`config.mk`:
```
export PLATFORM = sky130hd
export DESIGN_NAME = rtm_classifier
export DESIGN_NICKNAME = d
export VERILOG_FILES = /design/src/rtl/rtm_pkg.sv /design/src/rtl/rtm_magic_detect.sv /design/src/rtl/rtm_resolve.sv /design/src/rtl/rtm_out_reg.sv /design/src/rtl/rtm_classifier.sv
export SDC_FILE = /design/constraint.sdc
export NUM_CORES = 1
export LEC_CHECK = 0
export BUFFER_PORTS_ARGS = -buffer_cell sky130_fd_sc_hd__buf_2
export CORE_MARGIN = 1
export CORE_UTILIZATION = 44
export DETAILED_ROUTE_END_ITERATION = 16
export MAX_ROUTING_LAYER = met4
export PLACE_DENSITY = 0.78
export SETUP_SLACK_MARGIN = 0.02
export SLEW_MARGIN = 20
export SYNTH_ARGS = -nofsm -noshare
export SYNTH_HDL_FRONTEND = slang
export SYNTH_HIERARCHICAL = 1
export SYNTH_SLANG_ARGS = --single-unit
export TNS_END_PERCENT = 1
```
`constraint.sdc`:
```
create_clock -name clk -period 1.6 [get_ports clk]
set_clock_uncertainty 0.05 [all_clocks]
set_input_delay 0.16 -clock clk [delete_from_list [all_inputs] [get_ports clk]]
set_output_delay 0.16 -clock clk [all_outputs]
set_load 0.005 [all_outputs]
```
`src/rtl/rtm_pkg.sv`:
```
package rtm_pkg;

    localparam int unsigned TGT_W = 32;
    localparam logic [TGT_W-1:0] EXC_MAGIC_MIN = 32'hFF00_0000;
    localparam logic [TGT_W-1:0] FN_MAGIC_MIN  = 32'hFEFF_FFFE;
    localparam int unsigned CLS_W = 3;

    typedef enum logic [CLS_W-1:0] {
        CLS_NONE   = 3'b000,
        CLS_PLAIN  = 3'b001,
        CLS_FNRET  = 3'b010,
        CLS_EXCRET = 3'b100
    } cls_e;

    typedef struct packed {
        cls_e cls;
        logic suppressed;
        logic dest_secure;
    } decision_t;

    function automatic logic at_or_above(input logic [TGT_W-1:0] v,
                                         input logic [TGT_W-1:0] lim);
        return v >= lim;
    endfunction

endpackage

```
`src/rtl/rtm_magic_detect.sv`:
```
module rtm_magic_detect
    import rtm_pkg::*;
#(
    parameter int unsigned W = TGT_W,
    parameter logic [W-1:0] EXC_MIN = EXC_MAGIC_MIN,
    parameter logic [W-1:0] FN_MIN  = FN_MAGIC_MIN
) (
    input  logic [W-1:0] target,
    input  logic         sec_ext,
    output logic         hit_exc,
    output logic         hit_fn
);
    localparam bit HAS_FN_WINDOW = (FN_MIN < EXC_MIN);

    assign hit_exc = (target >= EXC_MIN);

    generate
        if (HAS_FN_WINDOW) begin : g_fn_window
            logic above_fn_floor;
            assign above_fn_floor = (target >= FN_MIN);
            assign hit_fn = sec_ext & above_fn_floor & ~hit_exc;
        end else begin : g_no_fn_window
            logic unused_sec;
            assign unused_sec = sec_ext;
            assign hit_fn = 1'b0;
        end
    endgenerate
endmodule

```
`src/rtl/rtm_resolve.sv`:
```
module rtm_resolve
    import rtm_pkg::*;
(
    input  logic      hit_exc,
    input  logic      hit_fn,
    input  logic      handler,
    input  logic      sec_xfer,
    input  logic      sec_ext,
    input  logic      tgt_lsb,
    output decision_t dec
);
    always_comb begin
        dec = '{cls: CLS_PLAIN, suppressed: 1'b0, dest_secure: 1'b0};
        if (hit_fn) begin
            dec.cls = CLS_FNRET;
        end else if (hit_exc && handler) begin
            dec.cls = CLS_EXCRET;
        end else begin
            dec.cls         = CLS_PLAIN;
            dec.suppressed  = hit_exc;
            dec.dest_secure = sec_xfer & sec_ext & tgt_lsb;
        end
    end
endmodule

```
`src/rtl/rtm_out_reg.sv`:
```
module rtm_out_reg
    import rtm_pkg::*;
#(
    parameter int unsigned W = TGT_W
) (
    input  logic         clk,
    input  logic         rst,
    input  logic         req_valid,
    input  decision_t    dec,
    input  logic [W-1:0] pc_in,
    output logic         v_q,
    output logic [CLS_W-1:0] cls_q,
    output logic         fn_go_q,
    output logic         exc_go_q,
    output logic         supp_q,
    output logic         dsec_q,
    output logic [W-1:0] pc_q
);
    always_ff @(posedge clk) begin
        if (rst) begin
            v_q      <= 1'b0;
            cls_q    <= CLS_NONE;
            fn_go_q  <= 1'b0;
            exc_go_q <= 1'b0;
            supp_q   <= 1'b0;
            dsec_q   <= 1'b0;
            pc_q     <= '0;
        end else begin
            v_q      <= req_valid;
            cls_q    <= req_valid ? dec.cls : CLS_NONE;
            fn_go_q  <= req_valid && (dec.cls == CLS_FNRET);
            exc_go_q <= req_valid && (dec.cls == CLS_EXCRET);
            supp_q   <= req_valid & dec.suppressed;
            dsec_q   <= req_valid & dec.dest_secure;
            if (req_valid) begin
                pc_q <= {pc_in[W-1:1], 1'b0};
            end
        end
    end
endmodule

```
`src/rtl/rtm_classifier.sv`:
```
module rtm_classifier
    import rtm_pkg::*;
(
    input  logic        clk,
    input  logic        rst,
    input  logic        req_valid,
    input  logic [31:0] req_target,
    input  logic        sec_xfer,
    input  logic        sec_ext_present,
    input  logic        handler_mode,
    output logic        cls_valid,
    output logic [2:0]  cls_onehot,
    output logic        fnret_go,
    output logic        excret_go,
    output logic        exc_suppressed,
    output logic        dest_secure,
    output logic [31:0] branch_pc
);
    logic      hit_exc;
    logic      hit_fn;
    decision_t dec;

    rtm_magic_detect #(
        .W       (TGT_W),
        .EXC_MIN (EXC_MAGIC_MIN),
        .FN_MIN  (FN_MAGIC_MIN)
    ) u_detect (
        .target  (req_target),
        .sec_ext (sec_ext_present),
        .hit_exc (hit_exc),
        .hit_fn  (hit_fn)
    );

    rtm_resolve u_resolve (
        .hit_exc  (hit_exc),
        .hit_fn   (hit_fn),
        .handler  (handler_mode),
        .sec_xfer (sec_xfer),
        .sec_ext  (sec_ext_present),
        .tgt_lsb  (req_target[0]),
        .dec      (dec)
    );

    rtm_out_reg #(.W(TGT_W)) u_out (
        .clk       (clk),
        .rst       (rst),
        .req_valid (req_valid),
        .dec       (dec),
        .pc_in     (req_target),
        .v_q       (cls_valid),
        .cls_q     (cls_onehot),
        .fn_go_q   (fnret_go),
        .exc_go_q  (excret_go),
        .supp_q    (exc_suppressed),
        .dsec_q    (dest_secure),
        .pc_q      (branch_pc)
    );
endmodule

```
Word-level counts from Yosys, hierarchy flattened:

Index checks and enable logic that the tools add are counted.

* register bits: 39
* input bits: 38
* output and inout port bits: 40
* logic and storage cells: 27

* magnitude comparators: 2
* equality and inequality tests: 2
* multiplexer cells: 4
* bitwise logic cells: 8
* reductions and logical operators: 4

Operator list (number)
* $ge A32 B32 Y1 const B: 2
* $and A1 B1 Y1: 6
* $mux W3: 2
* $mux W2: 2
* $eq A3 B2 Y1 const B: 1
* $eq A3 B3 Y1 const B: 1
* $logic_and A1 B1 Y1: 3
* $not A1 Y1: 2
* $reduce_or A2 Y1: 1

Depth between registers and ports, before layout:

* word-level depth: 6
* gate-level depth with buffers: 6
* gate-level depth less buffers: 6

By module:

Netlist, hierarchy kept.

Modules (own cells, without submodules)
* rtm_out_reg: times used 1, cells an instance 120, area an instance 1362.6 µm², seq. area each 780.7 µm²
* rtm_magic_detect: times used 1, cells an instance 14, area an instance 83.8 µm², seq. area each 0.0 µm²
* rtm_resolve: times used 1, cells an instance 5, area an instance 42.5 µm², seq. area each 0.0 µm²

Least setup slack after synthesis:

Ideal clock, no wire load.

* path type: input -> register
* from: input req_target[8]
* to: register u_out.fn_go_q
* library setup time: 59 ps
* arrival time: 1151 ps
* data required time: 1491 ps
* path slack: 339 ps
* stages: 6
* path buffers: 0
* path through: nand4_1 nor4_1 and4_1 and3b_2 nor2_1 and3_1

RTL lines
* from (decl): RTL line rtm_classifier.sv:7 `input logic [31:0] req_target,`
* to (signal assigned): RTL line rtm_out_reg.sv:31 `fn_go_q <= req_valid && (dec.cls == CLS_FNRET);`
* to (decl): RTL line rtm_out_reg.sv:13 `output logic fn_go_q,`

==> summary.md <==
| Metric | Value |
|---|---|
| Status | `finished, final reports clean` |
| Syn nets | `177` |
| Worst VDD drop | `0.000587 V` |
| Layout net count | `254` |
| Setup violations, final | `0` |
| Most crowded layer after global routing | `met2` |
| Cts bufs inserted | `5` |
| TritonCTS clock tree | `done` |
| Final Util | `60.8%` |
| Vias | `1234` |
| Fillers | `287` |
| Diode count | `0` |
| Clock buffer depth | `2` |
| Final WL | `3000 microns` |
| GRT Total Usage | `18.2%` |
| GP Congestion | `0.770` |
| Clock transition at path regs | `0.10 ns` |
| Arrival @ worst endpoint | `1.46 ns` |
| Worst Setup End Kind | `register` |
| Max Fclk | `0.806 GHz` |
| Layout cell share with drive strength beyond 1 | `40.5%` |
| TNS Setup | `0 ns` |
| Area grow syn2layout | `27.8%` |
| Register area share after synthesis | `52.4%` |
| Pwr Total | `1.70 mW` |
| Fin area | `1900 sq um` |
| Drt wl/cell | `11.6 microns` |
| Worst hold path type | `primary input to register` |
| Max Cap Violations | `0` |
| Yosys cell types | `20` |
| Antenna violations before repair | `0` |
| Detailed Route Iter0 Violations | `22` |
| Die H | `60.2 microns` |
| DRC | `0` |
| Met1 Use GR | `20.5%` |
| Fin cells | `259` |
| Vias/cell | `4.76` |
| # rows | `20` |
| CTS sink count | `39` |
| Core Footprint | `3130 sq um` |
| Setup CP Type | `primary input to register` |
| Post-DP Area | `1860 sq um` |
| Initial Util | `47.6%` |
| Port bufs | `76` |
| Data required, critical path | `1.82 ns` |
| GR met2 Demand/Resource | `29.0%` |
| RSZ-0062 raised after global routing | `no` |
| # hold bufs at CTS | `0` |
| Post-CTS setup repair buffer count | `0` |
| First-pass GRT wire length | `4510 microns` |
| Leakage | `1.02 nW` |
| HPWL Detailed | `2280 microns` |
| Pwr per Cell Area | `894 nW/um^2` |
| Ports | `78` |
| Final hold vios | `0` |
| Die Width | `60.2 microns` |
| Root Buffer | `clkbuf_4` |
| CP max FO | `6` |
| 1st-pass router iterations | `4` |
| Final min period | `1.24 ns` |
| Post-Synthesis Cells | `139` |
| Placed Cells | `253` |
| Fin crit share | `77.5%` |
| Crit path launch type | `primary input` |
| Max-slew violation count | `0` |
| Mapped cell area | `1490 sq um` |
| Largest net degree at the start of global routing | `19` |
| Syn Area/Cell | `10.7 sq um` |
| Yosys Warn Count | `6` |
| PostCTS Resize Cnt | `0` |
| Vias in the first global route | `1014` |
| Clock latency on the worst-skew pair | `0.32 ns` |
| Die area | `3620 sq um` |
| Grt ovf | `0` |
| H-Tree Depth | `2` |
| Met3 Use GR | `8.01%` |
| Synth Register Bits | `39` |
| Remaining antenna violation count after routing | `0` |
## placed cells by master (no fill, tap or decap), types with 2 or more instances in the layout
cell,synthesis,final
buf_4,2,2
and3_1,3,3
and2_1,6,6
nand4_1,5,5
nor2_1,35,35
mux2i_1,31,31
dfxtp_1,39,39
clkbuf_4,0,5
buf_2,0,76
and4_1,2,2
## area by class of cell
cell class / instances / area, sq um / share of cell area, %
clock buffers: 6 / 41.3 / 2.17
well taps: 44 / 55.1 / 2.89
repair buffers: 79 / 415 / 21.8
multi-input cells: 91 / 611 / 32.1
flip-flops and latches: 39 / 781 / 41.0
## registers in the layout (all words and copies together), names as in the netlist
register	flops
u_out/exc_go_q	1
u_out/cls_q	3
u_out/supp_q	1
u_out/v_q	1
u_out/pc_q	31
u_out/dsec_q	1
u_out/fn_go_q	1
## synth_stat cells (all sizes together)
master  instances  area [sq um]
nand3           1          5.00
and3            3          18.8
conb            1          3.75
nand2           1          3.75
nor4            1          6.26
and2            6          37.5
and2b           1          10.0
mux2i          31           310
a21oi           1          8.76
and3b           1          10.0
nand4           5          31.3
nor2           35           131
nor3b           1          7.51
and4            2          17.5
nand4b          1          8.76
buf             6          86.3
clkbuf          3          11.3
dfxtp          39           781
## where the power goes
part	switching, mW	internal, mW	leakage, nW
Clock	0.272	0.156	0.0242
Combinational	0.110	0.122	0.676
Sequential	0.0205	1.02	0.321
Total	0.402	1.30	1.02
## kinds of logic after synthesis
kind of cell | Yosys count | share of synthesized area (%)
AO/OA/AOI/OAI | 1 | 0.588
buffers and inverters | 9 | 6.55
flip-flops | 39 | 52.4
multiplexers | 31 | 20.8
other | 1 | 0.252
AND/OR/NAND/NOR | 58 | 19.3
## worst paths after layout
| check | start | endpoint | slack [ns] | cells after the start |
|---|---|---|---|---|
| setup / recovery | req_target[8] | u_out/fn_go_q | 0.36 | 7 |
| hold reg to reg | u_out/pc_q[14] | u_out/pc_q[14] | 0.44 | 2 |
| setup reg to reg | u_out/pc_q[20] | u_out/pc_q[20] | 0.91 | 2 |
| hold / removal | req_target[28] | u_out/pc_q[28] | 0.03 | 3 |
## metal layers
| layer | up-vias | wire length (microns) |
|---|---|---|
| li1 | 628 | - |
| met1 | 548 | 1370 |
| met2 | 56 | 1400 |
| met3 | 2 | 235 |
| met4 | 0 | 7 |
| met5 | - | 0 |
## worst max-delay path, cell delays in order
cell     delay [ns]
buf_2          0.09
nand4_1        0.11
nor4_1         0.30
and4_1         0.33
and3b_2        0.24
nor2_1         0.08
and3_1         0.15
## through the flow
stage               setup WS, ns  hold slack (ns)
finish                     0.359           0.0274
global route               0.252          0.00469
CTS                        0.355          0.00817
detailed placement      -0.00416            0.369
global placement          0.0378            0.358
floorplan                  0.339            0.182
No activity file was read; power rests on OpenSTA's default activity.
